`src/rtl/rxq_pkg.sv`:
```
// Package: shared entry type and threshold coding for the receive queue.
// Assumes an 8-bit character and a queue of at least 14 entries.
package rxq_pkg;

    localparam int BYTE_W = 8;

    // One stored character with its three error marks.
    typedef struct packed {
        logic              brk;
        logic              ferr;
        logic              perr;
        logic [BYTE_W-1:0] data;
    } rxq_entry_t;

    // Two-bit threshold selection held in control bits [7:6].
    typedef enum logic [1:0] {
        TRIG_ONE      = 2'b00,
        TRIG_FOUR     = 2'b01,
        TRIG_EIGHT    = 2'b10,
        TRIG_FOURTEEN = 2'b11
    } rxq_trig_e;

    // Map a threshold code to the number of entries it stands for.
    function automatic int unsigned trig_level(rxq_trig_e code);
        case (code)
            TRIG_ONE:   return 1;
            TRIG_FOUR:  return 4;
            TRIG_EIGHT: return 8;
            default:    return 14;
        endcase
    endfunction

endpackage

```
`src/rtl/rxq_ctl.sv`:
```
// Module: control byte decoder. It holds the enable, threshold and DMA
// mode fields and turns the clear bits into single-cycle actions.
// Assumes ctl_wr is a one-cycle strobe per host write.
module rxq_ctl
    import rxq_pkg::*;
(
    input  logic      clk,
    input  logic      rst_n,
    input  logic      ctl_wr,
    input  logic [7:0] ctl_byte,
    output logic      fifo_en,
    output rxq_trig_e trig_code,
    output logic      dma_en,
    output logic      rx_clear,
    output logic      tx_flush
);
    logic      en_q;
    logic      dma_q;
    rxq_trig_e trig_q;
    logic      flush_q;
    logic      en_change;

    // Detect a write that toggles the enable bit.
    always_comb begin
        en_change = ctl_wr && (ctl_byte[0] != en_q);
    end

    // Receive clear acts in the cycle of the write, no state kept.
    always_comb begin
        rx_clear = ctl_wr && (ctl_byte[1] || en_change);
    end

    // Latch the persistent control fields on each write.
    always_ff @(posedge clk) begin
        if (!rst_n) begin
            en_q   <= 1'b0;
            dma_q  <= 1'b0;
            trig_q <= TRIG_ONE;
        end else if (ctl_wr) begin
            en_q   <= ctl_byte[0];
            dma_q  <= ctl_byte[3];
            trig_q <= rxq_trig_e'(ctl_byte[7:6]);
        end
    end

    // Register a one-cycle transmit flush request.
    always_ff @(posedge clk) begin
        if (!rst_n) flush_q <= 1'b0;
        else        flush_q <= ctl_wr && (ctl_byte[2] || en_change);
    end

    // Drive the decoded outputs.
    always_comb begin
        fifo_en   = en_q;
        trig_code = trig_q;
        dma_en    = dma_q && en_q;
        tx_flush  = flush_q;
    end

endmodule

```
`src/rtl/rxq_store.sv`:
```
// Module: circular entry store with occupancy count. Capacity is DEPTH
// entries, or one entry when 'single' is high. A clear wins over a push
// in the same cycle. A push into a full store is dropped unless a pop
// frees a slot in that cycle.
module rxq_store
    import rxq_pkg::*;
#(
    parameter int DEPTH = 16,
    parameter int CW    = $clog2(DEPTH + 1)
) (
    input  logic          clk,
    input  logic          rst_n,
    input  logic          clear,
    input  logic          single,
    input  logic          push,
    input  logic          pop,
    input  rxq_entry_t    din,
    output rxq_entry_t    head,
    output logic [CW-1:0] count,
    output logic          push_ok,
    output logic          pop_ok,
    output logic          drop
);
    localparam int AW = (DEPTH > 1) ? $clog2(DEPTH) : 1;
    localparam logic [AW-1:0] LAST = AW'(DEPTH - 1);

    rxq_entry_t    mem [DEPTH];
    logic [AW-1:0] wr_ptr;
    logic [AW-1:0] rd_ptr;
    logic [CW-1:0] occ;
    logic [CW-1:0] cap;
    logic          room;

    // Decide which requests take effect this cycle.
    always_comb begin
        cap     = single ? CW'(1) : CW'(DEPTH);
        pop_ok  = pop && (occ != '0) && !clear;
        room    = (occ < cap) || pop_ok;
        push_ok = push && room && !clear;
        drop    = push && !room && !clear;
    end

    // Write an accepted entry into its slot.
    always_ff @(posedge clk) begin
        if (push_ok) mem[wr_ptr] <= din;
    end

    // Advance pointers and track occupancy.
    always_ff @(posedge clk) begin
        if (!rst_n || clear) begin
            wr_ptr <= '0;
            rd_ptr <= '0;
            occ    <= '0;
        end else begin
            if (push_ok) wr_ptr <= (wr_ptr == LAST) ? '0 : wr_ptr + 1'b1;
            if (pop_ok)  rd_ptr <= (rd_ptr == LAST) ? '0 : rd_ptr + 1'b1;
            case ({push_ok, pop_ok})
                2'b10:   occ <= occ + 1'b1;
                2'b01:   occ <= occ - 1'b1;
                default: occ <= occ;
            endcase
        end
    end

    // Present the head entry, zero when the store is empty.
    always_comb begin
        head  = (occ != '0) ? mem[rd_ptr] : '0;
        count = occ;
    end

endmodule

```
`src/rtl/rxq_status.sv`:
```
// Module: receive line status and threshold. It tracks overrun, the count
// of stored entries that carry an error mark, and the sticky error summary.
// Assumes its push/pop qualifiers come from rxq_store in the same cycle.
module rxq_status
    import rxq_pkg::*;
#(
    parameter int DEPTH = 16,
    parameter int CW    = $clog2(DEPTH + 1)
) (
    input  logic          clk,
    input  logic          rst_n,
    input  logic          clear,
    input  logic          push_ok,
    input  logic          push_err,
    input  logic          pop_ok,
    input  logic          drop,
    input  logic          rd_lsr,
    input  logic          fifo_en,
    input  rxq_trig_e     trig_code,
    input  logic [CW-1:0] count,
    input  rxq_entry_t    head,
    output logic [7:0]    lsr,
    output logic          trig_hit,
    output logic [CW-1:0] err_cnt
);
    logic          ovr_q;
    logic          sum_q;
    logic [CW-1:0] ecnt;
    logic          head_err;
    logic [CW-1:0] level;

    // Classify the head entry and decode the threshold.
    always_comb begin
        head_err = head.perr || head.ferr || head.brk;
        level    = CW'(trig_level(trig_code));
    end

    // Overrun: set on a dropped byte, cleared by a status read.
    always_ff @(posedge clk) begin
        if (!rst_n)      ovr_q <= 1'b0;
        else if (drop)   ovr_q <= 1'b1;
        else if (rd_lsr) ovr_q <= 1'b0;
    end

    // Count stored entries that carry an error mark.
    always_ff @(posedge clk) begin
        if (!rst_n || clear) ecnt <= '0;
        else begin
            case ({push_ok && push_err, pop_ok && head_err})
                2'b10:   ecnt <= ecnt + 1'b1;
                2'b01:   ecnt <= ecnt - 1'b1;
                default: ecnt <= ecnt;
            endcase
        end
    end

    // Error summary: set on a marked push, cleared by a read finding none.
    always_ff @(posedge clk) begin
        if (!rst_n)                      sum_q <= 1'b0;
        else if (push_ok && push_err)    sum_q <= 1'b1;
        else if (rd_lsr && ecnt == '0)   sum_q <= 1'b0;
    end

    // Assemble status byte and threshold flag.
    always_comb begin
        lsr      = 8'h00;
        lsr[0]   = (count != '0);
        lsr[1]   = ovr_q;
        lsr[2]   = head.perr;
        lsr[3]   = head.ferr;
        lsr[4]   = head.brk;
        lsr[7]   = sum_q;
        trig_hit = fifo_en ? (count >= level) : (count != '0);
        err_cnt  = ecnt;
    end

endmodule

```
`src/rtl/rxq_top.sv`:
```
// Module: receive queue top. It joins the control decoder, the entry store
// and the status logic. Assumes one-cycle host strobes and DEPTH >= 14.
module rxq_top
    import rxq_pkg::*;
#(
    parameter int DEPTH = 16
) (
    input  logic       clk,
    input  logic       rst_n,
    input  logic       rx_valid,
    input  logic [7:0] rx_data,
    input  logic       rx_perr,
    input  logic       rx_ferr,
    input  logic       rx_brk,
    input  logic       host_rd_data,
    input  logic       host_rd_lsr,
    input  logic       ctl_wr,
    input  logic [7:0] ctl_byte,
    output logic [7:0] rx_head,
    output logic [7:0] rx_lsr,
    output logic       rx_trig,
    output logic       tx_flush,
    output logic       fifo_on,
    output logic       dma_sel
);
    localparam int CW = $clog2(DEPTH + 1);

    logic          fifo_en;
    rxq_trig_e     trig_code;
    logic          rx_clear;
    rxq_entry_t    din;
    rxq_entry_t    head;
    logic [CW-1:0] occ;
    logic [CW-1:0] err_cnt;
    logic          push_ok;
    logic          pop_ok;
    logic          drop;

    // Pack the incoming character with its marks.
    always_comb begin
        din.data = rx_data;
        din.perr = rx_perr;
        din.ferr = rx_ferr;
        din.brk  = rx_brk;
    end

    rxq_ctl u_ctl (
        .clk      (clk),
        .rst_n    (rst_n),
        .ctl_wr   (ctl_wr),
        .ctl_byte (ctl_byte),
        .fifo_en  (fifo_en),
        .trig_code(trig_code),
        .dma_en   (dma_sel),
        .rx_clear (rx_clear),
        .tx_flush (tx_flush)
    );

    rxq_store #(.DEPTH(DEPTH), .CW(CW)) u_store (
        .clk    (clk),
        .rst_n  (rst_n),
        .clear  (rx_clear),
        .single (!fifo_en),
        .push   (rx_valid),
        .pop    (host_rd_data),
        .din    (din),
        .head   (head),
        .count  (occ),
        .push_ok(push_ok),
        .pop_ok (pop_ok),
        .drop   (drop)
    );

    rxq_status #(.DEPTH(DEPTH), .CW(CW)) u_status (
        .clk      (clk),
        .rst_n    (rst_n),
        .clear    (rx_clear),
        .push_ok  (push_ok),
        .push_err (rx_perr || rx_ferr || rx_brk),
        .pop_ok   (pop_ok),
        .drop     (drop),
        .rd_lsr   (host_rd_lsr),
        .fifo_en  (fifo_en),
        .trig_code(trig_code),
        .count    (occ),
        .head     (head),
        .lsr      (rx_lsr),
        .trig_hit (rx_trig),
        .err_cnt  (err_cnt)
    );

    // Expose head data and the enable state.
    always_comb begin
        rx_head = head.data;
        fifo_on = fifo_en;
    end

endmodule

```
`config.mk`:
```
export PLATFORM = sky130hd
export DESIGN_NAME = rxq_top
export DESIGN_NICKNAME = d
export VERILOG_FILES = /design/src/rtl/rxq_pkg.sv /design/src/rtl/rxq_ctl.sv /design/src/rtl/rxq_store.sv /design/src/rtl/rxq_status.sv /design/src/rtl/rxq_top.sv
export SDC_FILE = /design/constraint.sdc
export NUM_CORES = 1
export LEC_CHECK = 0
export BUFFER_PORTS_ARGS = -buffer_cell sky130_fd_sc_hd__buf_4
export CORE_MARGIN = 2
export CORE_UTILIZATION = 55
export CTS_CLUSTER_SIZE = 8
export DETAILED_ROUTE_END_ITERATION = 16
export PLACE_DENSITY = 0.76
export RECOVER_POWER = 25
export SYNTH_ARGS = -nofsm -noshare
export SYNTH_HDL_FRONTEND = slang
export SYNTH_SLANG_ARGS = --single-unit
```
`constraint.sdc`:
```
create_clock -name clk -period 3.5 [get_ports clk]
set_clock_uncertainty 0.15 [all_clocks]
set_input_delay 0.175 -clock clk [delete_from_list [all_inputs] [get_ports clk]]
set_output_delay 0.175 -clock clk [all_outputs]
set_load 0.02 [all_outputs]
```
Yosys cells after proc, flatten, opt, wreduce, memory -nomap -nowiden
Memory sizes are Yosys's and may differ from the RTL's. A register that Yosys moved wholly into a read port is not among the register bits.
Cells that the tools add are included.
{ "totals": {"in_bits": 25, "ram_bits": 176, "memories": 1, "out_inout_bits": 20, "reg_bits": 25, "word_cells": 75} }
{ "classes": {"reduce_logical": 31, "eq_ne": 9, "muxes": 16, "add_sub_neg": 6, "n_lt_le_gt_ge": 2} }
{ "memory_table": {"columns": ["name", "depth", "word_bits", "read_ports", "rd_ports_with_merged_regs", "write_ports", "line_no", "text"], "rows": [
  ["u_store.mem", 16, 11, 1, 1, 1, "rxq_store.sv:27", "rxq_entry_t mem [DEPTH];"]
]} }
{ "ops": {"columns": ["operator", "count"], "rows": [
  ["$pmux W5 S2", 2],
  ["$mux W4", 4],
  ["$logic_and A1 B1 Y1", 13],
  ["$pmux W4 S3", 1],
  ["$mux W11", 1],
  ["$add A5 B1 Y5 const B", 2],
  ["$sub A5 B1 Y5 const B", 2],
  ["$add A4 B1 Y4 const B", 2],
  ["$eq A4 B4 Y1 const B", 2],
  ["$logic_or A1 B1 Y1", 8],
  ["$reduce_bool A2 Y1", 4],
  ["$mux W1", 7],
  ["$eq A2 B1 Y1 const B", 3],
  ["$eq A2 B2 Y1 const B", 3],
  ["$ge A5 B4 Y1", 1],
  ["$logic_not A5 Y1", 1],
  ["$lt A5 B5 Y1", 1],
  ["$mux W5", 1],
  ["$reduce_bool A5 Y1", 1],
  ["$logic_not A1 Y1", 3],
  ["$logic_not A2 Y1", 1],
  ["$ne A1 B1 Y1", 1]
]} }

Depth between registers and ports, before layout
Gate-level depths: netlist of the first run.
{ "logic_depth": {"word_depth": 12, "ltp_mapped": 15} }

Hierarchy
From an unflattened synthesis of the first run, not the netlist that was laid out.
{ "unflattened": {"hier_cells": 507, "area_unflattened_um2": 8663.3} }
{ "modules_own_cells": {"columns": ["mod", "cells_per_inst", "n_inst", "seq_area_each_um2", "area_per_inst_um2"], "rows": [
  ["rxq_store", 406, 1, 5625.4, 7790.0],
  ["rxq_status", 81, 1, 140.1, 656.9],
  ["rxq_ctl", 18, 1, 100.1, 206.4],
  ["rxq_top", 2, 1, 0.0, 10.0]
]} }

Least setup slack after synthesis of the first run
Ideal clock, no wire load.
{ "synth_timing": {"path_kind": "register to register", "start": "register u_store.occ[0] (netlist: u_store.count[0])", "end": "register u_store.occ[4] (netlist: u_store.count[4])", "synth_period_minus_slack_ns": 3.448, "arrival_ns": 3.227, "stages_incl_launch_ff": 16, "path_slack_ns": 0.052, "path_cell_list": "dfxtp_1 -> or4_4 -> nor2_8 -> inv_4 -> a22oi_4 -> nor2_2 -> inv_2 -> buf_4 -> ha_1 -> inv_1 -> fa_1 -> nor2b_1 -> o21ai_0 -> and3_1 -> or4_1 -> a21oi_1"} }
{ "synth_via": {"elab_chain_len": 8, "elab_cells_between_ends": 13} }
{ "synth_lines": {"columns": ["item", "line_no", "text"], "rows": [
  ["from (decl)", "rxq_store.sv:30", "logic [CW-1:0] occ;"],
  ["from (signal assigned)", "rxq_store.sv:58", "2'b10: occ <= occ + 1'b1;"],
  ["from (signal assigned)", "rxq_store.sv:59", "2'b01: occ <= occ - 1'b1;"],
  ["branches (longest 8 deep; another with $lt A5 B5 Y1)", null, null]
]} }
Parallel ways; which one is timed is not known.
A chain may end at the register's enable or synchronous reset.

Worst setup path after layout of the first run
{ "layout_timing": {"start": "register u_store.occ[0] (netlist: u_store.count[0])", "end": "register u_status.ecnt[4] (netlist: u_status.err_cnt[4])"} }
{ "layout_via": {"elab_chain_len": 9, "elab_cells_between_ends": 16} }
{ "layout_lines": {"columns": ["item", "line_no", "text"], "rows": [
  ["branches (longest 9 deep; another with $lt A5 B5 Y1)", null, null],
  ["to (signal assigned)", "rxq_status.sv:50", "2'b10: ecnt <= ecnt + 1'b1;"],
  ["to (signal assigned)", "rxq_status.sv:51", "2'b01: ecnt <= ecnt - 1'b1;"],
  ["to (signal assigned)", "rxq_status.sv:52", "default: ecnt <= ecnt;"],
  ["to (decl)", "rxq_status.sv:28", "logic [CW-1:0] ecnt;"]
]} }
Parallel ways; which one is timed is not known.

==> results of run 1 <==
-- placed cells by master, fill, tap and decap left out, drive strengths merged, types with 5 or more instances in the layout --
cell,count
dfxtp,29
nor3,6
mux4,48
mux2i,9
nand2,16
nand3,6
inv,27
clkbuf,59
mux2,5
a21oi,15
edfxtp,176
buf,74
and3,7
ha,18
dlygate4sd3,28
and2,12
nor4,9
nor2b,11
nor2,20
o21ai,10
-- repair_timing --
action / in CTS / in global routing
hold buffers: 28 / 0
resized for setup: 6 / 11
pin swaps: 3 / 7
endpoints found under the setup margin: 1 / 1
setup buffers: 3 / 2
hold endpoints to repair: 184 / 0
cloned: 1 / 0
-- per-layer routing --
layer / vias to the layer above / wire, um
met3: 30 / 1110
met2: 199 / 9540
met5: - / 0
li1: 2199 / -
met4: 0 / 365
met1: 2471 / 7350
-- metrics by stage --
stage / hold slack, ns / TNS (ns)
6_report: 0.0214 / 0
5_1_grt: 0.0430 / -0.0457
4_1_cts: 0.00778 / 0
3_5_place_dp: 0.279 / -0.0391
3_3_place_gp: 0.268 / 0
2_1_floorplan: 0.124 / 0
-- cells by family after synthesis --
logic type                 Yosys count  share of synthesized area (%)
other                                1                         0.0434
buffers and inverters               54                           3.02
adders and majority gates           20                           3.07
AOI/OAI and AO/OA                   50                           4.02
muxes                               62                           14.2
DFF                                205                           68.0
and+or+nand+nor                     99                           7.06
xor gates and xnor gates             6                          0.609
-- worst max-delay path, stage by stage, from the launching register on --
cell	delay (ns)
dfxtp_1	0.31
or4_4	0.57
nor2_8	0.14
buf_4	0.14
nor4_1	0.05
a31oi_1	0.26
a31oi_2	0.16
ha_2	0.25
buf_4	0.14
ha_1	0.31
o21ai_2	0.10
a21oi_1	0.13
or4_1	0.49
a21oi_2	0.16
-- layout make-up --
type / instances / area (um^2) / share of cell area, %
clock buffer: 52 / 812 / 7.69
sequential: 205 / 5870 / 55.6
clock inverter: 2 / 13.8 / 0.130
tap: 211 / 264 / 2.50
inverter: 26 / 100 / 0.948
timing repair buffer: 110 / 920 / 8.71
multi-input combinational: 239 / 2570 / 24.4
-- state kept, by name, indices dropped and copies added, names as in the netlist, named ones only --
name              cells
u_status.ovr_q        1
u_status.err_cnt      5
u_store.mem         176
u_ctl.trig_code       2
u_ctl.dma_q           1
u_store.rd_ptr        4
u_store.wr_ptr        4
u_ctl.fifo_en         1
u_ctl.tx_flush        1
u_store.count         5
u_status.sum_q        1
-- path summary, 6_finish.rpt --
path                                       from                                to  slack, ns  depth (start not counted)
setup / recovery  u_store.count[0]$_SDFFE_PP0P_  u_status.err_cnt[4]$_SDFFE_PP0P_       0.06                         13
hold / removal                     host_rd_data                         flip-flop       0.02                          4
setup reg to reg  u_store.count[0]$_SDFFE_PP0P_  u_status.err_cnt[4]$_SDFFE_PP0P_       0.06                         13
hold reg to reg     u_status.sum_q$_SDFFE_PN0P_       u_status.sum_q$_SDFFE_PN0P_       0.35                          2
-- power by group through the flow --
stage,clock (W),sequential (W),combinational [W]
2_1_floorplan,0,0.00274,0.000209
3_3_place_gp,0,0.00274,0.000333
3_5_place_dp,0,0.00274,0.000347
4_1_cts,0.00254,0.00269,0.000388
5_1_grt,0.00266,0.00269,0.000427
6_report,0.00250,0.00269,0.000392
==> reports/metrics.cfg, run 1 <==
[global_route]
grt_use_met3_pct = 3.76
grt_overflow = 0
use_met2_pct = 39.4
grt_pass1_wl_um = 27800
use_met1_pct = 29.3
grt-busiest-layer = met2
antenna_found_initial = 0
track_usage_pct = 22.7
grt_pass1_vias = 5012
grt_max_degree = 19

[pwr]
internal_power_w = 0.00441
power.total_w = 0.00559
clockPowerShare_pct = 44.8
power.density_nw_per_um2 = 529
switching_share_pct = 21.1
vdd_ir_drop_max_v = 0.000467
p_seq_share_pct = 48.2
p_leak_nw = 3.60
power.net_switching_w = 0.00118
p_comb_share_pct = 7.0

[yosys]
synth_area_leaders = edfxtp_1 (61%), mux4_2 (13%), dfxtp_1 (6.7%)
synthDominantCellAreaShare_pct = 61.2
async_reset_ff_share_pct = 0
synthFlopType = edfxtp_1
synth_edf_count = 176
yosysTopAreaCell = edfxtp_1
seq_area_frac_synth_pct = 68.0
synth_area_um2 = 8630
synthDistinctLibCells = 56
synth_common_cells = edfxtp_1 (176), mux4_2 (48), dfxtp_1 (29)
synth-seq-cells = 205
avgSynthCellArea_um2 = 17.4
ys_warn_count = 0
synthCells = 497
synth_most_common_cell = edfxtp_1

[setup_path]
path_max_fanout = 4
crit_type = reg -> reg
crit_path_start_kind = flip-flop
arrival_ns = 3.73
required_ns = 3.78
end_kind = flip-flop

[layout]
diodes = 0
instances_no_fill = 845
final_layout_size_suffix_gt1_share_pct = 30.1
final_area_um2 = 10600
layout.nets = 656
area_growth_pct = 22.3
final_util_pct = 69.2
n_fill_cell = 990

[placement]
place_area_um2 = 9350
place_ws_ns = -0.0391
place.gp.congestion = 0.827
dp_cells = 757
io_buffers = 40
dp_hpwl_um = 10700

[die]
io_pins = 45
row_count = 45
initial_core_util_pct = 56.6
die_w_um = 129
coreArea_um2 = 15300
die_y_um = 129
die_area_um2 = 16700

[timing]
tightest_slew_ns = 0.751
fmaxAchievable_ghz = 0.290
layout_min_cycle_time_ns = 3.44
setup_viol = 0
hold_viol_final = 0
maxSlewHeadroom_pct = 50.0
fin_crit_sh_pct = 98.4
slew_viol_final = 0
timing.final.ws_setup_ns = 0.0555

[detailed_routing]
routedWlPerCell_um = 21.7
postRouteWirelength_um = 18400
routed_via_density = 5.80
post-route-drc-count = 0
num_vias = 4899
drt-pass1-iter-count = 7
ant_nets = 0
drt-initial-drc-count = 383

[flow_run]
drv_cap = 0

[run_status]
outcome = finished, final reports clean

[clock_network]
path_clk_slew_ns = 0.05
ctsHtreeMaxLevel = 1
cts_buffer_depth = 3
cts-root-buf = clkbuf_16
cts.sinks = 205
tritoncts = built
cts_buffers = 29
clk_latency_ns = 0.52

[worst_hold_path]
hp-class = in -> reg

No activity file was read; power rests on OpenSTA's default activity.
==> run 2, diff against run 1 <==
--- a/config.mk
+++ b/config.mk
@@ -10,7 +10,7 @@
 export CORE_UTILIZATION = 55
 export CTS_CLUSTER_SIZE = 8
 export DETAILED_ROUTE_END_ITERATION = 16
-export PLACE_DENSITY = 0.76
+export PLACE_DENSITY_LB_ADDON = 0.12
 export RECOVER_POWER = 25
 export SYNTH_ARGS = -nofsm -noshare
 export SYNTH_HDL_FRONTEND = slang
==> run 2 against run 1 <==
Effect of this change: global-route usage is 0.42 points higher; first-iteration DRC count fell by 2.3%; combinational power up 5.1%; sequential share of layout area is 0.81 points lower; register-to-register slack improved by 0.06 ns; via count rose by 1.8%; sequential power hardly changed; power barely moved; clock power about the same; critical path type unchanged.
==> reports/metrics.cfg, run 2 (synthesis results as in run 1) <==
[clock_network]
cts-root-buf = clkbuf_16
cts_buffer_depth = 3  ; unchanged
clk_latency_ns = 0.52  ; about the same
cts_buffers = 29  ; unchanged
ctsHtreeMaxLevel = 1  ; unchanged
path_clk_slew_ns = 0.05  ; about the same
tritoncts = built
cts.sinks = 205  ; unchanged

[flow_run]
drv_cap = 0  ; unchanged

[timing]
fin_crit_sh_pct = 96.7  ; -1.8 points
whs_ns = 0.00356  ; -0.0178 ns
slew_viol_final = 0  ; unchanged
fmaxAchievable_ghz = 0.296  ; +1.8%
tightest_slew_ns = 0.690  ; -0.0609 ns
hold_viol_final = 0  ; unchanged
layout_min_cycle_time_ns = 3.38  ; -0.0613 ns
rsz0062_at_grt = true
setup_viol = 0  ; unchanged
timing.final.ws_setup_ns = 0.117  ; +0.0613 ns
maxSlewHeadroom_pct = 53.9  ; +3.9 points

[setup_path]
crit_type = reg -> reg
crit_slowest_cell = or4_4
rrSetupSlack_ns = 0.12  ; +0.06 ns
critical_path.most_common_cell = a31oi_1
path_cells = or4_4, nor2_8, buf_6, nor4_2, a31oi_1, a31oi_1, ha_2, buf_4, ha_1, o21ai_1, and3_1, or4_1, a21oi_1
slowest_delay_ns = 0.59  ; +0.02 ns
path_max_fanout = 3  ; -1
reg2reg_to = u_status.err_cnt[4]$_SDFFE_PP0P_
arrival_ns = 3.67  ; -0.06 ns
crit_path_start_kind = flip-flop
r2r-start = u_store.count[0]$_SDFFE_PP0P_
end_kind = flip-flop
required_ns = 3.79  ; about the same
r2r_cells = 13  ; unchanged

[global_route]
antenna_found_initial = 0  ; unchanged
use_met2_pct = 39.8  ; +0.40 points
grt_pass1_wl_um = 28500  ; +2.5%
grt_max_degree = 21  ; +2
use_met1_pct = 30.0  ; +0.68 points
grt_use_met3_pct = 3.43  ; -0.33 points
grt_overflow = 0  ; unchanged
grt_pass1_vias = 5157  ; +2.9%
grt-busiest-layer = met2
track_usage_pct = 23.1  ; +0.42 points

[detailed_routing]
post-route-drc-count = 0  ; unchanged
routed_via_density = 5.73  ; -1.2%
drt-pass1-iter-count = 5  ; -2
postRouteWirelength_um = 18500  ; +1.0%
routedWlPerCell_um = 21.3  ; -1.9%
num_vias = 4985  ; +1.8%
ant_nets = 0  ; unchanged
drt-initial-drc-count = 374  ; -2.3%

[placement]
io_buffers = 40  ; unchanged
dp_hpwl_um = 11300  ; +5.4%
place_ws_ns = -0.107  ; -0.0679 ns
place.gp.congestion = 0.847  ; +2.3%

[die]
coreArea_um2 = 15300  ; unchanged
die_y_um = 129  ; unchanged
initial_core_util_pct = 56.6  ; unchanged
die_w_um = 129  ; unchanged
die_area_um2 = 16700  ; unchanged
row_count = 45  ; unchanged
io_pins = 45  ; unchanged

[layout]
area_growth_pct = 24.2
final_util_pct = 70.2  ; +1.0 points
largest_register_ffs = 176  ; unchanged
final_cell_mix = edfxtp_1 (176), buf_4 (99), mux4_2 (48)
n_fill_cell = 1008  ; +1.8%
final_common_cell = edfxtp_1
final_layout_size_suffix_gt1_share_pct = 32.9  ; +2.8 points
top_register = u_store.mem
diodes = 0  ; unchanged
layout.nets = 682  ; +4.0%

[run_status]
outcome = finished, final reports clean

[pwr]
power.total_w = 0.00559  ; about the same
p_leak_nw = 3.72  ; +3.2%
vdd_ir_drop_max_v = 0.000424  ; -9.1%
power.density_nw_per_um2 = 522  ; -1.5%

[worst_hold_path]
hp-class = in -> reg
min_from = host_rd_data
worstHoldPathCells = 4  ; unchanged
holdPathEnd = u_store.wr_ptr[3]$_SDFFE_PP0P_

==> run 2: cell types whose count changed in the layout (fill, tap and decap cells not counted), sizes merged <==
cell         change
buf             +27
bufbuf           -1
clkbuf           -2
dlygate4sd3      +2
inv              -1
==> run 2: worst max-delay path, delay by kind of cell (launching register included) <==
family,cells,cell delay [ns]
AOI/OAI and AO/OA,4,0.66
DFF,1,0.32
and+or+nand+nor,5,1.37
adders and majority gates,2,0.55
buffers and inverters,2,0.27
==> run 2: cell type report <==
class | count | area, um^2 | share of cell area (%)
timing repair buffer | 136 | 1080 | 10.1
tap | 211 | 264 | 2.46
multi-input combinational | 239 | 2570 | 24.0
clock buffer | 52 | 812 | 7.58
clock inverter | 1 | 5.00 | 0.0467
sequential | 205 | 5870 | 54.8
inverter | 26 | 100 | 0.934
==> run 2: worst max-delay path by stage <==
| stage | depth (start not counted) | start | endpoint |
|---|---|---|---|
| global route | 13 | u_store.count[0]$_SDFFE_PP0P_ | u_status.err_cnt[4]$_SDFFE_PP0P_ |
| floorplan | 15 | u_store.count[0]$_SDFFE_PP0P_ | u_store.count[4]$_SDFFE_PP0P_ |
| global placement | 12 | flip-flop | u_status.err_cnt[4]$_SDFFE_PP0P_ |
| CTS | 13 | u_store.count[1]$_SDFFE_PP0P_ | u_status.err_cnt[4]$_SDFFE_PP0P_ |
| finish | 13 | u_store.count[0]$_SDFFE_PP0P_ | u_status.err_cnt[4]$_SDFFE_PP0P_ |
| detailed placement | 12 | flip-flop | u_status.err_cnt[4]$_SDFFE_PP0P_ |
==> run 2: stage by stage <==
stage,setup TNS (ns),cells,area [um^2]
after global placement,-0.00306,765,9380
after CTS,0,861,10600
final,0,870,10700
after global routing,-0.0328,870,10700
after floorplan,0,498,8630
after detailed placement,-0.107,765,9380
==> run 2: per-layer routing <==
layer  wire [um]  up-vias
met5           0        -
met4         637        0
met3         873       48
met2        9300      163
met1        7730     2538
li1            -     2236
==> run 2: what timing repair did <==
item | in CTS | in global routing
setup endpoints to repair | 1 | 3
hold endpoints to repair | 184 | 0
pin swaps | 3 | 6
hold buffers | 30 | 0
resized for setup | 6 | 14
buffers inserted | 13 | 10
==> run 2: where the power goes <==
group | total, W | switching (W) | internal (W)
Combinational | 0.000412 | 0.000216 | 0.000196
Sequential | 0.00269 | 0.0000132 | 0.00268
Clock | 0.00248 | 0.000946 | 0.00154
Total | 0.00559 | 0.00118 | 0.00441
==> run 3, diff against run 2 <==
--- a/config.mk
+++ b/config.mk
@@ -12,6 +12,7 @@
 export DETAILED_ROUTE_END_ITERATION = 16
 export PLACE_DENSITY_LB_ADDON = 0.12
 export RECOVER_POWER = 25
+export SETUP_SLACK_MARGIN = 0.5
 export SYNTH_ARGS = -nofsm -noshare
 export SYNTH_HDL_FRONTEND = slang
 export SYNTH_SLANG_ARGS = --single-unit
==> run 3 against run 2 <==
Effect of this change: register-to-register slack better by 0.09 ns; final area is 2.1% higher; final cell count fell by 1.0%; non-clock buffer count down 8; via count shrank 1.9%; power rose by 0.60%; sequential power about the same; first-iteration DRC count up 3.2%; sequential share of layout area shrank 1.1 points; worst hold slack improved by 0.018 ns; critical path type is now reg -> out; largest power group unchanged; highest routed layer unchanged.
==> reports/metrics.cfg, run 3 (synthesis results as in run 1) <==
[clock_network]
cts_buffer_depth = 3  ; unchanged
ctsHtreeMaxLevel = 1  ; unchanged
cts_buffers = 29  ; unchanged
cts-root-buf = clkbuf_16
tritoncts = built
cts.sinks = 205  ; unchanged
clk_latency_ns = 0.50  ; -0.02 ns
path_clk_slew_ns = 0.05  ; about the same

[global_route]
grt_pass1_vias = 5008  ; -2.9%
grt_max_degree = 25  ; +19%
track_usage_pct = 22.2  ; -0.84 points
grt_overflow = 0  ; unchanged
grt_pass1_wl_um = 27600  ; -3.4%
antenna_found_initial = 0  ; unchanged

[die]
die_y_um = 129  ; unchanged
io_pins = 45  ; unchanged
die_w_um = 129  ; unchanged
row_count = 45  ; unchanged
die_area_um2 = 16700  ; unchanged
coreArea_um2 = 15300  ; unchanged
initial_core_util_pct = 56.6  ; unchanged

[timing]
fin_crit_sh_pct = 94.7  ; -2.0 points
maxSlewHeadroom_pct = 43.5  ; -10 points
whs_ns = 0.0213  ; +0.0178 ns
slew_viol_final = 0  ; unchanged
timing.final.ws_setup_ns = 0.186  ; +0.0696 ns
rsz0062_at_grt = true
setup_viol = 0  ; unchanged
hold_viol_final = 0  ; unchanged
layout_min_cycle_time_ns = 3.31  ; -0.0696 ns
tightest_slew_ns = 0.845  ; +0.156 ns
fmaxAchievable_ghz = 0.302  ; +2.1%

[setup_path]
critPathLaunch = u_store.count[3]$_SDFFE_PP0P_
rrSetupSlack_ns = 0.21  ; +0.09 ns
path_max_fanout = 3  ; unchanged
end_kind = output pin
arrival_ns = 2.99  ; -0.68 ns
r2r_cells = 14  ; +1
crit_type = reg -> out
crit_path_start_kind = flip-flop
reg2reg_to = u_status.err_cnt[4]$_SDFFE_PP0P_
required_ns = 3.17  ; -0.62 ns

[layout]
final_common_cell = edfxtp_1
multi_input_area_um2 = 2750  ; +6.7%
diodes = 0  ; unchanged
n_fill_cell = 960  ; -4.8%
instances_no_fill = 861  ; -1.0%
final_cell_mix = edfxtp_1 (176), buf_4 (74), mux4_2 (48)
area_growth_pct = 26.7
layout.nets = 674  ; -1.2%
final_layout_size_suffix_gt1_share_pct = 34.5  ; +1.5 points
top_register = u_store.mem
largest_register_ffs = 176  ; unchanged
regArea_um2 = 5880  ; about the same
final_util_pct = 71.7  ; +1.5 points

[detailed_routing]
ant_nets = 0  ; unchanged
routed_via_density = 5.68  ; -0.86%
post-route-drc-count = 0  ; unchanged
drt-pass1-iter-count = 4  ; -1
num_vias = 4891  ; -1.9%
routedWlPerCell_um = 22.0  ; +3.1%
drt-initial-drc-count = 386  ; +3.2%
postRouteWirelength_um = 18900  ; +2.1%

[placement]
dp_hpwl_um = 10700  ; -4.8%
place.gp.congestion = 0.804  ; -5.1%
dp_cells = 746  ; -2.5%
io_buffers = 40  ; unchanged
place_ws_ns = -0.0485  ; +0.0585 ns

[run_status]
outcome = finished, final reports clean

[worst_hold_path]
min_from = rx_valid
hp-class = in -> reg
worstHoldPathCells = 4  ; unchanged
holdPathEnd = u_store.wr_ptr[1]$_SDFFE_PP0P_

[pwr]
p_leak_nw = 3.73  ; +0.41%
power.total_w = 0.00562  ; +0.60%
vdd_ir_drop_max_v = 0.000399  ; -6.0%
power.density_nw_per_um2 = 514  ; -1.4%

[flow_run]
drv_cap = 0  ; unchanged

-- run 3: worst max-delay path by stage --
| stage | depth (start not counted) | slack [ns] | endpoint |
|---|---|---|---|
| final | 16 | 0.19 | rx_lsr[2] |
| after floorplan | 15 | 0.28 | u_store.count[4]$_SDFFE_PP0P_ |
| after detailed placement | 12 | -0.05 | u_status.err_cnt[4]$_SDFFE_PP0P_ |
| after global placement | 12 | 0.09 | u_status.err_cnt[4]$_SDFFE_PP0P_ |
| after global routing | 14 | 0.07 | u_status.err_cnt[4]$_SDFFE_PP0P_ |
| after CTS | 14 | 0.21 | u_store.count[4]$_SDFFE_PP0P_ |
-- run 3: cell type report --
| class | count | share of cell area (%) |
|---|---|---|
| Sequential cell | 205 | 53.8 |
| Inverter | 26 | 0.915 |
| Tap cell | 211 | 2.41 |
| Multi-Input combinational cell | 239 | 25.1 |
| Clock buffer | 51 | 7.39 |
| Timing Repair Buffer | 128 | 10.4 |
| Clock inverter | 1 | 0.0458 |
-- run 3: metal layers --
metal  global-route usage (%)  up-vias  wire, um
met5                        0        -         0
met4                     6.39        0       467
met3                     4.09       32       885
met2                     38.0      148      9610
met1                     29.5     2482      7960
li1                         -     2229         -
-- run 3: stage by stage --
stage	TNS, ns	area [um^2]
floorplan	0	8690
global placement	0	9270
detailed placement	-0.0485	9270
CTS	0	10600
global route	0	10900
finish	0	10900
-- run 3: timing repair --
item,in CTS,in global routing
hold endpoints to repair,185,0
setup buffers,19,12
setup endpoints to repair,35,22
cloned,0,3
hold buffers,29,0
pin swaps,11,12
gates resized for setup,23,31
-- run 3: critical path: stages, from the launching register on --
cell and delay (ns):
dfxtp_2 0.32, or4_4 0.58, nor2_8 0.16, buf_12 0.13, nor3_4 0.04, a31oi_4 0.25, buf_4 0.16, buf_6 0.08
buf_4 0.09, buf_4 0.09, buf_4 0.10, buf_6 0.08, buf_6 0.08, buf_6 0.08, buf_6 0.08, inv_2 0.03
buf_6 0.12
-- run 3: report_power, final --
part           switching [W]  total [W]  leakage [nW]  internal (W)
combinational       0.000236   0.000466          1.52      0.000230
sequential         0.0000127    0.00269          1.82       0.00268
clock               0.000931    0.00247         0.387       0.00153
